<file path="src/rtl/dual_xcvr_pkg.sv">
package dual_xcvr_pkg;

  // Strobes decoded by the control unit and consumed by the datapath
  typedef struct packed {
    logic loadA;      // capture resolved A bus into the A register
    logic loadB;      // capture resolved B bus into the B register
    logic storedToB;  // B side replays the A register instead of live A
    logic storedToA;  // A side replays the B register instead of live B
    logic driveB;     // B-side drivers on
    logic driveA;     // A-side drivers on
  } xcvrStrobes_t;

endpackage

</file>
<file path="src/rtl/xcvr_ctrl.sv">
module xcvr_ctrl
  import dual_xcvr_pkg::*;
(
  input  logic         captureA,
  input  logic         captureB,
  input  logic         selAtoB,
  input  logic         selBtoA,
  input  logic         enAtoB,
  input  logic         enBtoAN,
  output xcvrStrobes_t strobes
);

  always_comb begin
    strobes           = '0;
    // capture is independent of the enables
    strobes.loadA     = captureA;
    strobes.loadB     = captureB;
    strobes.storedToB = selAtoB;
    strobes.storedToA = selBtoA;
    // opposite polarities of the two enables
    strobes.driveB    = enAtoB;
    strobes.driveA    = ~enBtoAN;
  end

endmodule

</file>
<file path="src/rtl/xcvr_datapath.sv">
module xcvr_datapath
  import dual_xcvr_pkg::*;
#(
  parameter int DATA_W = 8,
  parameter bit INVERT = 1'b0
) (
  input  logic              clk,
  input  logic              rst,
  input  xcvrStrobes_t      strobes,
  input  logic [DATA_W-1:0] aIn,
  input  logic [DATA_W-1:0] bIn,
  output logic [DATA_W-1:0] aOut,
  output logic [DATA_W-1:0] aOe,
  output logic [DATA_W-1:0] bOut,
  output logic [DATA_W-1:0] bOe
);

  localparam int LANES = DATA_W;

  logic [DATA_W-1:0] regA;
  logic [DATA_W-1:0] regB;
  logic [DATA_W-1:0] toBWord;
  logic [DATA_W-1:0] toAWord;

  // A-side register, captures the resolved A bus
  always_ff @(posedge clk) begin
    if (rst)                regA <= '0;
    else if (strobes.loadA) regA <= aIn;
  end

  // B-side register, captures the resolved B bus
  always_ff @(posedge clk) begin
    if (rst)                regB <= '0;
    else if (strobes.loadB) regB <= bIn;
  end

  // live-or-stored selection per direction
  always_comb begin
    toBWord = strobes.storedToB ? regA : aIn;
    toAWord = strobes.storedToA ? regB : bIn;
  end

  // identical lanes; the parameter picks the polarity of the driven word
  for (genvar lane = 0; lane < LANES; lane++) begin : g_lane
    if (INVERT) begin : g_inv
      assign bOut[lane] = ~toBWord[lane];
      assign aOut[lane] = ~toAWord[lane];
    end else begin : g_true
      assign bOut[lane] = toBWord[lane];
      assign aOut[lane] = toAWord[lane];
    end
    assign bOe[lane] = strobes.driveB;
    assign aOe[lane] = strobes.driveA;
  end

endmodule

</file>
<file path="src/rtl/dual_reg_xcvr.sv">
module dual_reg_xcvr
  import dual_xcvr_pkg::*;
#(
  parameter int DATA_W = 8,
  parameter bit INVERT = 1'b0
) (
  input  logic              clk,
  input  logic              rst,
  input  logic              captureA,
  input  logic              captureB,
  input  logic              selAtoB,
  input  logic              selBtoA,
  input  logic              enAtoB,
  input  logic              enBtoAN,
  input  logic [DATA_W-1:0] aIn,
  output logic [DATA_W-1:0] aOut,
  output logic [DATA_W-1:0] aOe,
  input  logic [DATA_W-1:0] bIn,
  output logic [DATA_W-1:0] bOut,
  output logic [DATA_W-1:0] bOe
);

  xcvrStrobes_t strobes;

  xcvr_ctrl u_ctrl (
    .captureA (captureA),
    .captureB (captureB),
    .selAtoB  (selAtoB),
    .selBtoA  (selBtoA),
    .enAtoB   (enAtoB),
    .enBtoAN  (enBtoAN),
    .strobes  (strobes)
  );

  xcvr_datapath #(
    .DATA_W (DATA_W),
    .INVERT (INVERT)
  ) u_dp (
    .clk     (clk),
    .rst     (rst),
    .strobes (strobes),
    .aIn     (aIn),
    .bIn     (bIn),
    .aOut    (aOut),
    .aOe     (aOe),
    .bOut    (bOut),
    .bOe     (bOe)
  );

endmodule

</file>
<file path="config.mk">
export PLATFORM = sky130hd
export DESIGN_NAME = dual_reg_xcvr
export DESIGN_NICKNAME = d
export VERILOG_FILES = /design/src/rtl/dual_xcvr_pkg.sv /design/src/rtl/xcvr_ctrl.sv /design/src/rtl/xcvr_datapath.sv /design/src/rtl/dual_reg_xcvr.sv
export SDC_FILE = /design/constraint.sdc
export NUM_CORES = 1
export LEC_CHECK = 0
export ABC_AREA = 0
export BUFFER_PORTS_ARGS = -buffer_cell sky130_fd_sc_hd__buf_2
export CORE_MARGIN = 2
export CORE_UTILIZATION = 25
export DETAILED_ROUTE_END_ITERATION = 7
export GPL_ROUTABILITY_DRIVEN = 1
export PLACE_DENSITY = 0.59
export SLEW_MARGIN = 20
export SYNTH_ARGS = -nofsm -noshare
export SYNTH_HDL_FRONTEND = slang
export SYNTH_HIERARCHICAL = 1
export SYNTH_SLANG_ARGS = --single-unit
</file>
<file path="constraint.sdc">
create_clock -name clk -period 2.4 [get_ports clk]
set_clock_uncertainty 0.2 [all_clocks]
set_input_delay 0.48 -clock clk [delete_from_list [all_inputs] [get_ports clk]]
set_output_delay 0.48 -clock clk [all_outputs]
set_load 0.01 [all_outputs]
</file>
Word level (Yosys, flattened, before mapping)
Cells that the tools add are included.
- word-level logic and storage cells: 5
- input bits: 24
- bits in registers: 16
- bitwise operators: 1
- multiplexer cells: 2
- operator list (operator ; number):
    $mux 8 ; 2
    $not 1->1 ; 1

Longest topological paths before layout
- depth in word-level cells: 1
- gate-level depth with buffers: 4
- gate-level depth less buffers: 2

Hierarchy
The synthesis kept the hierarchy.
- modules (own cells, without submodules) (module ; times used ; area each (sq um) ; seq. area each (sq um) ; cells an instance):
    xcvr_datapath ; 1 ; 962.2 ; 320.3 ; 86
    xcvr_ctrl ; 1 ; 41.3 ; 0.0 ; 6

Worst setup path before layout
OpenSTA, ideal clock, no wires.
- path kind: input-to-output
- start: input selBtoA
- end: output aOut[0]
- stages on the path: 3
- buffers on the path: 2
- required time: 1720 ps
- arrival: 1033 ps
- slack: 687 ps
- cell sequence: buf_4 buf_6 mux2_4
- longest elaborated chain between the ends: 1
- ends and longest elaborated chain (what ; line ; source):
    start, declared ; dual_reg_xcvr.sv:12 ; input logic selBtoA,
    $mux 8 ; xcvr_datapath.sv:40 ; toAWord = strobes.storedToA ? regB : bIn;
    end, declared ; dual_reg_xcvr.sv:16 ; output logic [DATA_W-1:0] aOut,
No other way between the ends.

Final worst setup path
- start: input selBtoA
- end: output aOut[4]
Same word-level chain as after synthesis.

==> impl_metrics.env <==
export IMPL_hp_class="input pin to flip-flop"
export IMPL_finalCritPeriodShare_pct=79.1
export IMPL_switchingPower_w=0.000159
export IMPL_critPathMostFrequentCell="buf_2"
export IMPL_vias=643
export IMPL_final_common_cell="buf_2"
export IMPL_postCtsSetupBuffers=0
export IMPL_swShare_pct=25.2
export IMPL_std_cell_rows=23
export IMPL_clk_pin_slew_ns=0.06
export IMPL_r2r_setup_slack_ns=1.57
export IMPL_min_period_ns=1.90
export IMPL_min_from="bIn[7]"
export IMPL_fmax_ghz=0.527
export IMPL_max_slew_worst_pin_slew_ns=0.294
export IMPL_clock_path_buffers=2
export IMPL_place_gp_congestion=0.576
export IMPL_vias_per_cell=3.92
export IMPL_clk_latency_ns=0.24
export IMPL_dp_final_hpwl_um=1500
export IMPL_fin_util_pct=28.4
export IMPL_grtUsageMet1_pct=9.91
export IMPL_root_buffer="clkbuf_8"
export IMPL_power_density_nw_per_um2=565
export IMPL_syn_area_sq_um=1000
export IMPL_nFillCells=424
export IMPL_diodes=0
export IMPL_setup_violations=0
export IMPL_max_cap_violations=0
export IMPL_numCtsBuffers=3
export IMPL_postCtsHoldBufs=0
export IMPL_mostFrequentLayoutCells="buf_2, mux2_4, mux2i_1, nor2_1, dfxtp_1"
export IMPL_grt_pass1_wl_um=2770
export IMPL_drive_gt1_share_pct=57.0
export IMPL_seq_power_share_pct=45.9
export IMPL_finalNetCount=140
export IMPL_dieArea_sq_um=4540
export IMPL_synth_warnings=6
export IMPL_first_pass_iters=3
export IMPL_path_cells="buf_2, mux2_4, buf_2"
export IMPL_ys_types=8
export IMPL_endpoint_kind="output port"
export IMPL_grt_max_degree=17
export IMPL_met3_usage_pct=1.00
export IMPL_ir_worst_vdd_mv=0.123
export IMPL_setup_tns_ns=0
export IMPL_io_pins=56
export IMPL_cts_tree="done"
export IMPL_syn_avg_cell_area_sq_um=10.9
export IMPL_crit_required_ns=1.72
export IMPL_first_iter_violations=10
export IMPL_wl_per_cell_um=11.4
export IMPL_cts_sinks=16
export IMPL_crit_slowest_cell="mux2_4"
export IMPL_rsz0062_at_grt="false"
export IMPL_core_area_sq_um=3940
export IMPL_rr_startpoint="u_dp/regA[3]"
export IMPL_syn_nets=116
export IMPL_h_tree_depth=1
export IMPL_antenna_found_initial=0
export IMPL_grt_overflow=0
export IMPL_power_leakage_nw=0.606
export IMPL_post_cts_resized=0
export IMPL_grt_use_met2_pct=14.1
export IMPL_area_growth_syn_to_layout_pct=11.5
export IMPL_wirelength_um=1870
export IMPL_hold_violations=0
export IMPL_yosysSeqAreaShare_pct=31.9
export IMPL_io_buffers=46
export IMPL_rr_endpoint="u_dp/regA[3]"
export IMPL_die_y_um=67.4
export IMPL_max_slew_margin_pct=80.4
export IMPL_worstHoldEndpoint="u_dp/regB[7]"
export IMPL_start_kind="input pin"
export IMPL_slew_viol_final=0
export IMPL_crit_fanout=8
export IMPL_crit_arrival_ns=1.22
export IMPL_synth_seq_cells=16
export IMPL_drc_errors=0
export IMPL_r2r_cells=2
export IMPL_outcome="completed"
export IMPL_ant_nets=0
export IMPL_grt_pass1_vias=613
export IMPL_p_comb_share_pct=23.0
export IMPL_whs_path_depth=3
export IMPL_start_util_pct=25.5
export IMPL_clkPwrFrac_pct=31.2
export IMPL_cp_slowest_stage_delay_ns=0.33
export IMPL_busiest_layer="met2"
export IMPL_critPathKind="input pin to output port"
export IMPL_synth_cells=92
export IMPL_grt_usage_pct=8.26
export IMPL_internal_power_w=0.000472
export IMPL_dieWidth_um=67.4
-- synth_stat cells, drive strengths merged --
master,number,area [sq um]
dfxtp,16,320
clkbuf,1,5.00
mux2,16,240
mux2i,16,160
nor2,16,60.1
buf,26,214
inv,1,3.75
-- worst max-delay path: cells and delay by family --
| family | cells | cell delay [ns] |
|---|---|---|
| buffers and inverters | 2 | 0.41 |
| multiplexers | 1 | 0.33 |
-- worst max path at each step --
| stage | start | endpoint | slack [ns] | cells past startpoint |
|---|---|---|---|---|
| 5_1_grt | selBtoA | aOut[5] | 0.49 | 3 |
| 3_5_place_dp | selBtoA | aOut[2] | 0.50 | 3 |
| 6_report | selBtoA | aOut[4] | 0.50 | 3 |
| 2_1_floorplan | selBtoA | aOut[0] | 0.69 | 3 |
| 4_1_cts | selBtoA | aOut[2] | 0.50 | 3 |
| 3_3_place_gp | selBtoA | aOut[2] | 0.52 | 3 |
-- power groups by stage --
stage               Sequential [W]  Clock, W  Combinational, W
floorplan                 0.000293         0          0.000131
global placement          0.000294         0          0.000143
detailed placement        0.000295         0          0.000147
CTS                       0.000289  0.000210          0.000147
global route              0.000292  0.000224          0.000159
finish                    0.000290  0.000197          0.000145
-- state kept, by name, indices dropped and copies added, names as in the netlist --
name and cells:
u_dp/regA 8, u_dp/regB 8
-- area by class of cell --
cell class	instances	area, sq um	share of cell area [%]
Timing Repair Buffer	46	230	20.6
Multi-Input combinational cell	48	460	41.2
Clock buffer	3	41.3	3.69
Inverter	1	3.75	0.336
Sequential cell	16	320	28.6
Tap cell	50	62.6	5.59
-- through the flow --
| step | area [sq um] | cells | worst slack, ns | hold slack, ns | total power [W] |
|---|---|---|---|---|---|
| floorplan | 1000 | 92 | 0.687 | 0.261 | 0.000424 |
| global placement | 1080 | 161 | 0.518 | 0.273 | 0.000437 |
| detailed placement | 1080 | 161 | 0.499 | 0.284 | 0.000443 |
| CTS | 1120 | 164 | 0.499 | 0.279 | 0.000647 |
| global route | 1120 | 164 | 0.485 | 0.292 | 0.000674 |
| finish | 1120 | 164 | 0.501 | 0.287 | 0.000631 |
-- layer usage --
layer,up-vias,wire [um]
met1,289,753
met2,25,973
met5,-,0
met4,0,25
li1,327,-
met3,2,120
-- cell families (layout without fill, tap and decap cells) --
family,count (synthesis),count (layout),share of synthesized area (%)
muxes,32,32,39.9
buffers and inverters,28,50,22.2
DFF,16,16,31.9
and+or+nand+nor,16,16,5.99
Note: power is estimated with default switching activity, not from simulation.
